==> src/rtl/iqtt_pkg.sv <==
package iqtt_pkg;
  typedef enum logic [2:0] {
    ST_IDLE  = 3'd0,
    ST_S1    = 3'd1,
    ST_S2    = 3'd2,
    ST_S3    = 3'd3,
    ST_TRACE = 3'd4
  } seq_st_e;

  typedef enum logic [1:0] {
    ACT_NONE    = 2'd0,
    ACT_TRACE   = 2'd1,
    ACT_NEXT    = 2'd2,
    ACT_RESTART = 2'd3
  } act_e;
endpackage

==> src/rtl/iqtt_queue.sv <==
module iqtt_queue #(
  parameter int DEPTH = 3,
  parameter int DW    = 16,
  parameter int NCMP  = 3
) (
  input  logic            clk,
  input  logic            rst_n,
  input  logic            flush,
  input  logic            in_valid,
  output logic            in_ready,
  input  logic [DW-1:0]   in_data,
  input  logic [NCMP-1:0] in_tags,
  output logic            out_valid,
  input  logic            out_ready,
  output logic [DW-1:0]   out_data,
  output logic [NCMP-1:0] out_tags,
  output logic            push_fire,
  output logic            pop_fire
);
  localparam int CW = $clog2(DEPTH + 1);

  logic [CW-1:0]   cnt;
  logic [CW-1:0]   wr_idx;
  logic [DW-1:0]   q_data [DEPTH];
  logic [NCMP-1:0] q_tag  [DEPTH];

  assign in_ready  = (cnt != CW'(DEPTH)) && !flush;
  assign out_valid = (cnt != '0) && !flush;
  assign push_fire = in_valid && in_ready;
  assign pop_fire  = out_valid && out_ready;
  assign wr_idx    = cnt - CW'(pop_fire);
  assign out_data  = q_data[0];
  assign out_tags  = q_tag[0];

  always_ff @(posedge clk) begin
    if (!rst_n || flush) cnt <= '0;
    else cnt <= cnt + CW'(push_fire) - CW'(pop_fire);
  end

  for (genvar i = 0; i < DEPTH; i++) begin : g_slot
    if (i < DEPTH - 1) begin : g_mid
      always_ff @(posedge clk) begin
        if (!rst_n) begin
          q_data[i] <= '0;
          q_tag[i]  <= '0;
        end else if (flush) begin
          q_tag[i]  <= '0;
        end else if (push_fire && wr_idx == CW'(i)) begin
          q_data[i] <= in_data;
          q_tag[i]  <= in_tags;
        end else if (pop_fire) begin
          q_data[i] <= q_data[i+1];
          q_tag[i]  <= q_tag[i+1];
        end
      end
    end else begin : g_last
      always_ff @(posedge clk) begin
        if (!rst_n) begin
          q_data[i] <= '0;
          q_tag[i]  <= '0;
        end else if (flush) begin
          q_tag[i]  <= '0;
        end else if (push_fire && wr_idx == CW'(i)) begin
          q_data[i] <= in_data;
          q_tag[i]  <= in_tags;
        end else if (pop_fire) begin
          q_tag[i]  <= '0;
        end
      end
    end
  end


  head_hold_chk: assert property (@(posedge clk) disable iff (!rst_n)
    out_valid && !out_ready |=> flush || (out_valid && $stable(out_data)));

  depth_bound_chk: assert property (@(posedge clk) disable iff (!rst_n)
    cnt <= CW'(DEPTH));

  flush_empty_chk: assert property (@(posedge clk) disable iff (!rst_n)
    flush |=> cnt == '0);
endmodule

==> src/rtl/iqtt_evt.sv <==
module iqtt_evt
  import iqtt_pkg::*;
#(
  parameter int NCMP = 3
) (
  input  logic            clk,
  input  logic            rst_n,
  input  logic            push_fire,
  input  logic [NCMP-1:0] in_match,
  input  logic [NCMP-1:0] tag_mode,
  input  logic [NCMP-1:0] hit_tags,
  output act_e            act
);
  logic [NCMP-1:0] evt;

  function automatic act_e act_of(int k);
    if (k == 0) return ACT_TRACE;
    if (k == NCMP - 1 && NCMP > 2) return ACT_RESTART;
    return ACT_NEXT;
  endfunction

  for (genvar k = 0; k < NCMP; k++) begin : g_cmp
    assign evt[k] = (push_fire && in_match[k] && !tag_mode[k]) || hit_tags[k];
  end

  always_comb begin
    act = ACT_NONE;
    for (int k = NCMP - 1; k >= 0; k--) begin
      if (evt[k]) act = act_of(k);
    end
  end


  top_prio_chk: assert property (@(posedge clk) disable iff (!rst_n)
    evt[0] |-> act == ACT_TRACE);
endmodule

==> src/rtl/iqtt_seq.sv <==
module iqtt_seq
  import iqtt_pkg::*;
#(
  parameter int CNT_W = 8
) (
  input  logic             clk,
  input  logic             rst_n,
  input  logic             arm,
  input  act_e             act,
  input  logic             line_stored,
  input  logic [CNT_W-1:0] trace_len,
  output seq_st_e          st,
  output logic             tracing,
  output logic             brk_req
);
  logic [CNT_W-1:0] lines;
  logic             last_line;

  assign last_line = ({1'b0, lines} + (CNT_W+1)'(1)) >= {1'b0, trace_len};
  assign tracing   = (st == ST_TRACE);

  always_ff @(posedge clk) begin
    if (!rst_n) begin
      st      <= ST_IDLE;
      lines   <= '0;
      brk_req <= 1'b0;
    end else begin
      brk_req <= 1'b0;
      unique case (st)
        ST_IDLE: if (arm) st <= ST_S1;
        ST_S1, ST_S2, ST_S3: begin
          lines <= '0;
          unique case (act)
            ACT_TRACE:   st <= ST_TRACE;
            ACT_NEXT:    st <= (st == ST_S3) ? ST_TRACE : seq_st_e'(st + 3'd1);
            ACT_RESTART: st <= ST_S1;
            default:     st <= st;
          endcase
        end
        ST_TRACE: if (line_stored) begin
          if (last_line) begin
            st      <= ST_IDLE;
            brk_req <= 1'b1;
          end else begin
            lines <= lines + CNT_W'(1);
          end
        end
        default: st <= ST_IDLE;
      endcase
    end
  end


  brk_pulse_chk: assert property (@(posedge clk) disable iff (!rst_n)
    brk_req |=> !brk_req);

  brk_end_chk: assert property (@(posedge clk) disable iff (!rst_n)
    $rose(brk_req) |-> $past(st) == ST_TRACE && st == ST_IDLE);

  trace_entry_chk: assert property (@(posedge clk) disable iff (!rst_n)
    $rose(tracing) |-> $past(st) inside {ST_S1, ST_S2, ST_S3});

  idle_hold_chk: assert property (@(posedge clk) disable iff (!rst_n)
    st == ST_IDLE && !arm |=> st == ST_IDLE);
endmodule

==> src/rtl/iq_tag_tracker.sv <==
module iq_tag_tracker
  import iqtt_pkg::*;
#(
  parameter int DEPTH = 3,
  parameter int DW    = 16,
  parameter int NCMP  = 3,
  parameter int CNT_W = 8
) (
  input  logic             clk,
  input  logic             rst_n,
  input  logic             arm,
  input  logic [NCMP-1:0]  cmp_tag_mode,
  input  logic             flush,
  input  logic             in_valid,
  output logic             in_ready,
  input  logic [DW-1:0]    in_data,
  input  logic [NCMP-1:0]  in_match,
  output logic             out_valid,
  input  logic             out_ready,
  output logic [DW-1:0]    out_data,
  output logic [NCMP-1:0]  tag_hit,
  input  logic             line_stored,
  input  logic [CNT_W-1:0] trace_len,
  output logic [2:0]       seq_state,
  output logic             tracing,
  output logic             brk_req
);
  logic [NCMP-1:0] head_tags;
  logic            push_fire;
  logic            pop_fire;
  act_e            act;
  seq_st_e         st;

  iqtt_queue #(.DEPTH(DEPTH), .DW(DW), .NCMP(NCMP)) u_queue (
    .clk(clk), .rst_n(rst_n), .flush(flush),
    .in_valid(in_valid), .in_ready(in_ready), .in_data(in_data),
    .in_tags(in_match & cmp_tag_mode),
    .out_valid(out_valid), .out_ready(out_ready), .out_data(out_data),
    .out_tags(head_tags), .push_fire(push_fire), .pop_fire(pop_fire)
  );

  assign tag_hit = pop_fire ? head_tags : '0;

  iqtt_evt #(.NCMP(NCMP)) u_evt (
    .clk(clk), .rst_n(rst_n), .push_fire(push_fire), .in_match(in_match),
    .tag_mode(cmp_tag_mode), .hit_tags(tag_hit), .act(act)
  );

  iqtt_seq #(.CNT_W(CNT_W)) u_seq (
    .clk(clk), .rst_n(rst_n), .arm(arm), .act(act),
    .line_stored(line_stored), .trace_len(trace_len),
    .st(st), .tracing(tracing), .brk_req(brk_req)
  );

  assign seq_state = st;


  hit_on_pop_chk: assert property (@(posedge clk) disable iff (!rst_n)
    (|tag_hit) |-> out_valid && out_ready);

  flush_block_chk: assert property (@(posedge clk) disable iff (!rst_n)
    flush |-> !in_ready && !out_valid);
endmodule

==> config.mk <==
export PLATFORM = sky130hd
export DESIGN_NAME = iq_tag_tracker
export DESIGN_NICKNAME = d
export VERILOG_FILES = /design/src/rtl/iqtt_pkg.sv /design/src/rtl/iqtt_queue.sv /design/src/rtl/iqtt_evt.sv /design/src/rtl/iqtt_seq.sv /design/src/rtl/iq_tag_tracker.sv
export SDC_FILE = /design/constraint.sdc
export NUM_CORES = 1
export LEC_CHECK = 0
export CAP_MARGIN = 10
export CORE_UTILIZATION = 53
export CTS_CLUSTER_SIZE = 25
export DETAILED_ROUTE_END_ITERATION = 10
export PLACE_DENSITY = 0.8
export SLEW_MARGIN = 10
export SYNTH_ARGS = -nofsm -noshare
export SYNTH_HDL_FRONTEND = slang
export SYNTH_SLANG_ARGS = --single-unit
==> constraint.sdc <==
create_clock -name clk -period 4.4 [get_ports clk]
set_clock_uncertainty 0.15 [all_clocks]
set_input_delay 0.44 -clock clk [delete_from_list [all_inputs] [get_ports clk]]
set_output_delay 0.44 -clock clk [all_outputs]
set_load 0.02 [all_outputs]
After elaboration in Yosys (flattened, before gate mapping) --
Memory sizes are Yosys's and may differ from the RTL's. Index checks and enable logic that the tools add are counted. Widths: inputs -> output; s select.
Word-level totals: flip-flop bits (word level) 14, RAM bits 57, input bits 37, output and inout port bits 26, logic and storage cells 134, memories kept 2
Cells by class: $add $sub $neg 6, order comparisons 1, equal/unequal tests 15, muxes and demuxes 61, bitwise operators 15, reduce and logical (&&, ||, !) cells 30
Memory list:
- u_queue.q_data | depth 3, width 16, rd ports 3, clocked after memory_dff 0, wr ports 3, RTL line iqtt_queue.sv:24 | logic [DW-1:0] q_data [DEPTH];
- u_queue.q_tag | depth 3, width 3, rd ports 3, clocked after memory_dff 0, wr ports 3, RTL line iqtt_queue.sv:25 | logic [NCMP-1:0] q_tag [DEPTH];
Operators by type and width (number):
- $mux 16 | 5
- $mux 3 | 14
- $mux 1 | 33
- $pmux 3 s3 | 2
- $mux 8 | 2
- $pmux 8 s2 | 1
- $or 1x1->1 | 14
- $logic_and 1x1->1 | 13
- $add 8x1->9 const B | 1
- $ge 9x8->1 | 1
- $add 8x1->8 const B | 1
- $mux 2 | 4
- $ne 2x2->1 const B | 4
- $eq 2x2->1 const B | 3
- $eq 3x2->1 const B | 2
- $reduce_and 3->1 | 2
- $logic_not 1->1 | 5
- $eq 2x1->1 const B | 2
- $logic_or 1x1->1 | 4
- $ne 4x1->1 const B | 1
- $reduce_and 4->1 | 1
- $reduce_bool 2->1 | 2
- $sub 2x1->2 | 2
- $add 3x1->3 const B | 1
- other kinds (8) | 8

Logic depth before layout (Yosys ltp) --
Gate-level depths: netlist (run 1).
depth after elaboration 14, gate-level depth with buffers 12

Cells and area by module --
From an unflattened synthesis (run 1), not the netlist that was laid out.
Unflattened totals: cell total of the unflattened synthesis 362, area, all modules 4047.6 µm²
Modules (own cells, without submodules):
- iqtt_queue | instances 1, cells each 225, area an instance 2919.0 µm², seq. area each 1751.7 µm²
- iqtt_seq | instances 1, cells each 122, area an instance 1027.2 µm², seq. area each 240.2 µm²
- iqtt_evt | instances 1, cells each 9, area an instance 63.8 µm², seq. area each 0.0 µm²
- iq_tag_tracker | instances 1, cells each 6, area an instance 37.5 µm², seq. area each 0.0 µm²

Least setup slack after synthesis (run 1) --
Ideal clock, no wire load.
path type register to register, from register u_seq.lines[0], to register u_seq.lines[5], arrival time 2843 ps, data required time 4154 ps, slack 1311 ps, cell stages (with the launch flop) 13, buffers on the path 1, period minus slack after synthesis 3089 ps, path through dfxtp_1 -> ha_1 -> and3_1 -> nand3_1 -> xnor2_1 -> ha_1 -> and3_4 -> a221o_1 -> a31oi_4 -> nand2_2 -> or3_1 -> buf_2 -> o41ai_2
Between the ends: longest elaborated chain between the ends 4
Ends and longest elaborated chain:
- from (decl) | RTL line iqtt_seq.sv:16 | logic [CNT_W-1:0] lines;
- from (signal assigned) | RTL line iqtt_seq.sv:45 | lines <= lines + CNT_W'(1);
- $add 8x1->9 / $add 8x1->8 (equally long branches) | RTL line iqtt_seq.sv:19, iqtt_seq.sv:45
- $ge 9x8->1 / $mux 8 (equally long branches) | RTL line iqtt_seq.sv:19, iqtt_seq.sv:41
- $ne 2x2->1 (no line) / $mux 8 (equally long branches)
- $reduce_and 3->1 (no line) / $pmux 8 s2 (equally long branches)
Parallel ways exist; a longest one is shown, timed or not. The select of a mux whose other input is x is not followed. A chain may end at the register's enable or synchronous reset.

Worst setup path after layout (run 1) --
Same ends and word-level chain as after synthesis.

==> results of run 1 <==
[flip-flops by register name, indices dropped and copies added, names as in the netlist]
| register | flops |
|---|---|
| u_queue.q_data | 48 |
| u_queue.q_tag | 9 |
| u_seq.lines | 8 |
| u_seq.st | 3 |
| u_queue.cnt | 2 |
| u_seq.brk_req | 1 |
[worst max-delay path: cells and delay by family, from the launching register on]
kind / cells / cell delay, ns
XOR/XNOR: 1 / 0.17
AO/OA/AOI/OAI: 3 / 0.76
AND/OR/NAND/NOR: 5 / 1.27
flip-flops: 1 / 0.40
adder cells (fa/ha/maj): 2 / 0.56
[cells in the final DEF (no fill, tap or decap), types with 11 or more instances in the layout]
master,synthesis,routed
clkdlybuf4s50_1,0,62
edfxtp_1,57,57
a22o_1,32,32
inv_1,20,20
nand2_1,19,19
ha_1,17,17
and2_1,16,16
dfxtp_1,14,14
and3_1,11,11
nor2_1,11,11
o21ai_0,11,11
[per-layer routing]
metal  vias to the layer above  track usage, %  wire, µm
li1                       1243               -         -
met3                        12            5.54       499
met1                      1277            30.4      3290
met5                         -               0         0
met2                       111            34.4      3490
met4                         0            8.63       110
[power by group]
| group | total (mW) | internal [mW] | switching, mW | leakage (nW) |
|---|---|---|---|---|
| Sequential | 0.787 | 0.764 | 0.0225 | 0.716 |
| Combinational | 0.266 | 0.119 | 0.146 | 0.974 |
| Clock | 0.577 | 0.322 | 0.254 | 0.103 |
[stage by stage]
step	hold WS, ns	instances
3_5_place_dp	0.368	423
4_1_cts	0.379	439
6_report	0.375	439
2_1_floorplan	0.333	293
3_3_place_gp	0.351	423
5_1_grt	0.396	439
[synth_stat cells, drive strengths merged, types with 7 or more instances]
| library cell | instances |
|---|---|
| edfxtp | 57 |
| a22o | 32 |
| inv | 20 |
| nand2 | 20 |
| ha | 17 |
| and2 | 16 |
| dfxtp | 14 |
| and3 | 13 |
| nor2 | 13 |
| o21ai | 11 |
| nand3 | 8 |
| buf | 7 |
[final cells by class]
cell class                 count  area [µm²]  share of cell area, %
multi-input combinational    193        1410                   31.9
clock inverter                 6        92.6                   2.10
clock buffer                  10         128                   2.89
tap                           77        96.3                   2.18
timing repair buffer          62         621                   14.1
inverter                      20        75.1                   1.70
sequential                    71        1990                   45.1
[cells by family (layout without fill, tap and decap cells)]
kind of cell,after synthesis,in the layout,share of synthesized area [%]
AND/OR/NAND/NOR,92,92,14.2
AO/OA/AOI/OAI,74,74,17.1
flip-flops,71,71,56.3
buffers and inverters,29,98,3.82
adder cells (fa/ha/maj),17,17,6.01
XOR/XNOR,9,9,2.23
multiplexers,1,1,0.283
[path summary, 6_finish.rpt]
| check | start | end |
|---|---|---|
| setup / recovery | u_seq.lines[0]$_SDFFE_PN0P_ | u_seq.lines[5]$_SDFFE_PN0P_ |
| hold / removal | u_seq.lines[0]$_SDFFE_PN0P_ | u_seq.lines[0]$_SDFFE_PN0P_ |
| setup reg to reg | u_seq.lines[0]$_SDFFE_PN0P_ | u_seq.lines[5]$_SDFFE_PN0P_ |
| hold reg to reg | u_seq.lines[0]$_SDFFE_PN0P_ | u_seq.lines[0]$_SDFFE_PN0P_ |
==> results.toml, run 1 <==
[setup_path]
crit_path_start_kind = "register"
worstPathCellList = "ha_1, and3_1, nand3_1, xnor2_1, ha_1, and3_4, a221o_1, a31oi_4, nand2_2, or3_1, o41ai_2"
r2r_cells = 11
cp-end-kind = "register"
worstSetupPathType = "register to register"
arrival_ns = 3.53
path_max_fanout = 7
cp_data_required_time_ns = 4.50
r2r_slack_ns = 0.98
cpPeakStageDelay_ns = 0.48
cp_slowest_cell = "or3_1"
cp_common_cell = "ha_1"

[power_and_ir_drop]
p_per_area_nw_per_um2 = 369
ir_drop_mv = 0.246
power_mw = 1.63
power_leakage_nw = 1.79

[logic_synthesis]
synth_edf_count = 57
synth-main-ff-cell = "edfxtp_1"
syn_inst = 293
synth_top_area_share_pct = 48.4
synthTopCellsByArea = "edfxtp_1 (48%), a22o_1 (7.9%), dfxtp_1 (7.9%)"
synth_cell_types = 45
synth-seq-cells = 71
synthArstFlopShare_pct = 0
synth_area_um2 = 3540
synth_nets = 347
syn_avg_cell_area_um2 = 12.1
ys_seq_area_share_pct = 56.3
synth_area_leader_cell = "edfxtp_1"
yosys_warnings = 0

[drt]
ant_nets = 0
drt_iter0_drc = 179
vias = 2643
drt-total-wl_um = 7390
viasPerCell = 6.02
firstDrtPassIters = 5
drc = 0
wl_per_cell_um = 16.8

[die]
die_y_um = 83.7
io_pins = 63
initial_core_util_pct = 55.4
dieArea_um2 = 7000
die_width_um = 83.7
placeableCoreArea_um2 = 6390
fp-row-count = 29

[placed_design]
place_congestion = 0.899
place_ws_ns = 0.994
dp_hpwl_um = 5120
io_buffers = 62
placed_cell_area_um2 = 4190

[layout]
fin_util_pct = 69.1
antennaDiodeCount = 0
n_fill_cell = 447
area_growth_syn_to_layout_pct = 24.8
drive_gt1_share_pct = 7.46
fin_area_um2 = 4410
layout.nets = 411

[sta]
slew_headroom_pct = 35.2
worstMarginPinSlew_ns = 0.968
finalSetupViolCount = 0
maxSlewViolCount = 0
final.setup.tns_ns = 0
fmax_mhz = 292
worst_slack_ns = 0.975
period_share_pct = 77.8
period_needed_ns = 3.42
rsz0062_at_grt = "false"
final_hold_viol_count = 0

[global_route]
grt_first_pass_wirelength_um = 11800
grt_pass1_vias = 2411
gr-total-overflow = 0
antenna_found_initial = 0
grt_usage_pct = 22.2
grt_start_max_net_pins = 20

[clock_network]
holdBufCountCts = 0
cts-root-buf = "clkbuf_8"
h-tree-depth = 3
cts.sinks = 71
clkLatencyLatePin_ns = 0.35
clk_pin_slew_ns = 0.08
tritoncts = "built"
post-cts-setup-buffers = 0
post_cts_resize_count = 0
clockBufferDepth = 2
cts_buffers = 9

[run_status]
status = "completed"

[min_path]
holdCritPathClass = "register to register"
hold_depth = 2

[job]
drv_cap = 0
No activity file was read; power rests on OpenSTA's default activity.
==> run 2, diff against run 1 <==
clock period = 3.5 ns   (was 4.4 ns; I/O delays follow)
==> run 2 against run 1 <==
- global-route usage is 0.072 points higher
- register-to-register slack worse by 0.83 ns
- worst hold slack improved by 0.0050 ns
- design area up 1.5%
- sequential cell count unchanged
- sequential share of layout area down 0.67 points
- die area did not move
- sequential power rose by 26%
- routed wire length shrank 0.32%
- critical path type unchanged
- critical endpoint unchanged
- largest cell class unchanged
==> results.toml, run 2 (synthesis gave the netlist of run 1 again) <==
[min_path]
holdCritPathClass = "register to register"

[layout]
regArea_um2 = 1990
largest_register = "u_queue.q_data"
reg_top3 = "u_queue.q_data (48), u_queue.q_tag (9), u_seq.lines (8)"
mostFrequentLayoutCells = "clkdlybuf4s50_1 (62), edfxtp_1 (57), a22o_1 (32)"
area_growth_syn_to_layout_pct = 26.7
layout.cells.most_common = "clkdlybuf4s50_1"
layout.nets = 417
drive_gt1_share_pct = 10.3
multi_input_area_um2 = 1430
antennaDiodeCount = 0
n_fill_cell = 481
largest_register_ffs = 48

[sta]
slew_headroom_pct = 45.9
final.setup.tns_ns = 0
worstMarginPinSlew_ns = 0.811
period_share_pct = 95.9
final_hold_viol_count = 0
period_needed_ns = 3.36
rsz0062_at_grt = "false"
finalSetupViolCount = 0
fmax_mhz = 298
maxSlewViolCount = 0

[power_and_ir_drop]
power_leakage_nw = 1.83
ir_drop_mv = 0.292
power_mw = 2.06
power.switching_uw = 536
seqPwrFrac_pct = 48.0
intPower_mw = 1.52
p_per_area_nw_per_um2 = 460
power_frac_comb_pct = 16.4
sw_frac_of_total_pct = 26.0
p_clk_share_pct = 35.6

[die]
die_y_um = 83.7
io_pins = 63
dieArea_um2 = 7000
placeableCoreArea_um2 = 6390
die_width_um = 83.7
fp-row-count = 29
initial_core_util_pct = 55.4

[clock_network]
cts_buffers = 9
post-cts-setup-buffers = 0
tritoncts = "built"
h-tree-depth = 3
cts.sinks = 71
cts-root-buf = "clkbuf_8"
clkLatencyLatePin_ns = 0.34
clk_pin_slew_ns = 0.08
clockBufferDepth = 2

[drt]
viasPerCell = 5.85
top_layer = "met4"
met3_length_um = 377
vias = 2603
firstDrtPassIters = 4
drc = 0
wl_met2_um = 3710
met1_length_um = 3110
drt_iter0_drc = 187
wl_per_cell_um = 16.6
ant_nets = 0
drt-total-wl_um = 7370

[placed_design]
place_congestion = 0.900
io_buffers = 62
dp_hpwl_um = 5400

[setup_path]
worstSetupPathType = "register to register"
cp_slowest_cell = "or3_4"
crit_family = "simple AND/OR/NAND/NOR gates"
path_max_fanout = 7
cp_num_buf_inv = 0
cp_data_required_time_ns = 3.59
crit_path_start_kind = "register"
cp-end-kind = "register"
arrival_ns = 3.45
worstPathCellList = "ha_2, and3_1, nand3_1, xnor2_1, ha_1, and3_4, a221o_1, a31oi_4, nand2_2, or3_4, o41ai_2"
cpPeakStageDelay_ns = 0.43

[global_route]
gr-total-overflow = 0
grt_first_pass_wirelength_um = 12200
grt_usage_pct = 22.3
antenna_found_initial = 0
grt_start_max_net_pins = 20
grt_pass1_vias = 2643

[job]
drv_cap = 0

[run_status]
status = "completed"
-- run 2: per-stage QoR --
stage	hold WS, ns	std cells	setup slack, ns	util, %	cell area (µm²)
after detailed placement	0.372	429	0.0843	66.4	4240
final	0.380	445	0.144	70.2	4480
after floorplan	0.319	293	0.411	-	3540
after CTS	0.386	445	0.0713	69.9	4470
after global placement	0.357	429	0.265	66.4	4240
after global routing	0.408	445	0.000323	70.2	4480
-- run 2: worst paths after layout --
kind                                            from                              to  slack [ns]  cells past startpoint
setup / recovery         u_seq.lines[1]$_SDFFE_PN0P_     u_seq.lines[5]$_SDFFE_PN0P_        0.14                     11
hold / removal    u_queue.q_data[2][5]$_SDFFCE_PN0P_  u_queue.q_data[1][5]$_DFFE_PP_        0.38                      1
setup reg to reg         u_seq.lines[1]$_SDFFE_PN0P_     u_seq.lines[5]$_SDFFE_PN0P_        0.14                     11
hold reg to reg   u_queue.q_data[2][5]$_SDFFCE_PN0P_  u_queue.q_data[1][5]$_DFFE_PP_        0.38                      1
-- run 2: what timing repair did --
item | CTS | global route
endpoints found under the setup margin | 0 | 6
resized for setup | 0 | 4
hold buffers | 0 | 0
-- run 2: per-layer routing --
metal	vias up	GRT usage (%)
met5	-	0
met4	0	10.9
met3	13	3.46
met2	88	37.7
met1	1246	28.0
li1	1256	-
-- run 2: layout make-up --
type | count | share of cell area [%]
Timing Repair Buffer | 68 | 14.9
Clock buffer | 9 | 2.76
Tap cell | 77 | 2.15
Clock inverter | 7 | 2.29
Inverter | 20 | 1.68
Multi-Input combinational cell | 193 | 31.8
Sequential cell | 71 | 44.5
-- run 2: power by group through the flow --
stage | registers, mW | logic [mW] | clock network [mW]
floorplan | 1.03 | 0.158 | 0
global placement | 1.00 | 0.330 | 0
detailed placement | 1.01 | 0.335 | 0
CTS | 0.988 | 0.337 | 0.739
global route | 0.994 | 0.368 | 0.783
finish | 0.988 | 0.338 | 0.734
==> run 3, diff against run 2 <==
clock period = 3.4 ns   (was 3.5 ns; I/O delays follow)
==> run 3 against run 2 <==
- combinational power is 4% higher
- register-to-register slack improved by 0.02 ns
- via count rose by 0.38%
- sequential share of layout area hardly changed
- non-clock buffer count up 4
- die area is the same
- largest power group unchanged
- highest routed layer unchanged
- sequential cell count is the same
- worst setup slack better by 0.018 ns
==> results.toml, run 3 (synthesis gave the netlist of run 1 again) <==
[run_status]
status = "completed"

[global_route]
met3_usage_pct = 5.54
gr-total-overflow = 0
grt_util_met2_pct = 35.1
grt-busiest-layer = "met2"
met1_usage_pct = 28.9
grt_pass1_vias = 2408
grt_start_max_net_pins = 20
grt_first_pass_wirelength_um = 11900
antenna_found_initial = 0
grt_usage_pct = 21.9

[job]
drv_cap = 0

[layout]
area_growth_syn_to_layout_pct = 26.9
drive_gt1_share_pct = 10.8
fin_cells = 448
layout.nets = 421
multi_input_area_um2 = 1420
layout.cells.most_common = "clkdlybuf4s50_1"
largest_register = "u_queue.q_data"
antennaDiodeCount = 0
n_fill_cell = 476
fin_area_um2 = 4490
largest_register_ffs = 48
regArea_um2 = 1990
reg_top3 = "u_queue.q_data (48), u_queue.q_tag (9), u_seq.lines (8)"
mostFrequentLayoutCells = "clkdlybuf4s50_1 (62), edfxtp_1 (57), a22o_1 (32)"

[power_and_ir_drop]
ir_drop_mv = 0.365
p_per_area_nw_per_um2 = 466
power_leakage_nw = 1.84

[drt]
vias = 2613
firstDrtPassIters = 4
drt_iter0_drc = 179
ant_nets = 0
drt-total-wl_um = 7340
drc = 0
viasPerCell = 5.83
wl_per_cell_um = 16.4

[placed_design]
placed_cells = 433
place_congestion = 0.888
placed_cell_area_um2 = 4270
dp_hpwl_um = 5220
io_buffers = 62

[die]
fp-row-count = 29
placeableCoreArea_um2 = 6390
die_y_um = 83.7
io_pins = 63
initial_core_util_pct = 55.4
die_width_um = 83.7
dieArea_um2 = 7000

[sta]
final_hold_viol_count = 0
whs_ns = 0.370
maxSlewViolCount = 0
period_needed_ns = 3.24
finalSetupViolCount = 0
final.setup.tns_ns = 0
worstMarginPinSlew_ns = 0.780
rsz0062_at_grt = "false"
period_share_pct = 95.2
fmax_mhz = 309
slew_headroom_pct = 48.0

[min_path]
min_from = "u_seq.lines[0]$_SDFFE_PN0P_"
holdCritPathClass = "register to register"
min_to = "u_seq.lines[0]$_SDFFE_PN0P_"
hold_depth = 1

[clock_network]
holdBufCountCts = 0
clk_pin_slew_ns = 0.07
post-cts-setup-buffers = 0
tritoncts = "built"
cts-root-buf = "clkbuf_8"
cts_buffers = 9
h-tree-depth = 3
clockBufferDepth = 2
clkLatencyLatePin_ns = 0.34
cts.sinks = 71
post_cts_resize_count = 0

[setup_path]
crit_path_start_kind = "register"
arrival_ns = 3.34
r2r_cells = 11
r2r-end = "u_seq.lines[6]$_SDFFE_PN0P_"
cp_data_required_time_ns = 3.50
path_max_fanout = 7
timing.rr.start = "u_seq.lines[2]$_SDFFE_PN0P_"
worstSetupPathType = "register to register"
cp-end-kind = "register"
r2r_slack_ns = 0.16
## run 3: worst max-delay path by stage
stage	start	end	slack, ns	cells past startpoint
5_1_grt	u_seq.lines[1]$_SDFFE_PN0P_	u_seq.lines[4]$_SDFFE_PN0P_	0.01	11
2_1_floorplan	u_seq.lines[0]$_SDFFE_PN0P_	u_seq.lines[5]$_SDFFE_PN0P_	0.31	12
3_5_place_dp	u_seq.lines[2]$_SDFFE_PN0P_	u_seq.lines[6]$_SDFFE_PN0P_	0.07	11
4_1_cts	u_seq.lines[2]$_SDFFE_PN0P_	u_seq.lines[6]$_SDFFE_PN0P_	0.05	11
6_report	u_seq.lines[2]$_SDFFE_PN0P_	u_seq.lines[6]$_SDFFE_PN0P_	0.16	11
3_3_place_gp	u_seq.lines[2]$_SDFFE_PN0P_	u_seq.lines[5]$_SDFFE_PN0P_	0.12	11
## run 3: critical path, stage by stage, from the launching register on
cell and delay (ns):
dfxtp_1 0.41, nand3_1 0.14, nor2_2 0.20, and3_1 0.19, xor2_1 0.22, ha_1 0.29, and3_4 0.19, a221o_1 0.35
a31oi_4 0.21, nand2_2 0.14, or3_4 0.44, o31ai_1 0.22
## run 3: cell type report
cell class / count / share of cell area, %
inverter: 20 / 1.67
timing repair buffer: 72 / 15.5
clock buffer: 9 / 2.76
tap: 77 / 2.15
clock inverter: 6 / 1.90
sequential: 71 / 44.4
multi-input combinational: 193 / 31.6
## run 3: routing by layer
| metal | vias up | part of all wire, % | wire, µm |
|---|---|---|---|
| met5 | - | 0 | 0 |
| met4 | 0 | 1.3 | 99 |
| met3 | 7 | 5.3 | 390 |
| met2 | 89 | 49 | 3600 |
| met1 | 1257 | 44 | 3250 |
| li1 | 1260 | - | - |
## run 3: per-stage QoR
step / power [mW] / setup slack [ns] / util [%]
2_1_floorplan: 1.22 / 0.311 / -
3_3_place_gp: 1.37 / 0.117 / 66.8
3_5_place_dp: 1.38 / 0.0700 / 66.8
4_1_cts: 2.09 / 0.0479 / 70.1
5_1_grt: 2.17 / 0.0101 / 70.3
6_report: 2.09 / 0.162 / 70.3
## run 3: power by group
part / switching, mW / total, mW / internal, mW / leakage [nW]
logic: 0.191 / 0.351 / 0.160 / 1.03
clock network: 0.314 / 0.722 / 0.408 / 0.103
registers: 0.0289 / 1.02 / 0.988 / 0.717
total: 0.534 / 2.09 / 1.56 / 1.84
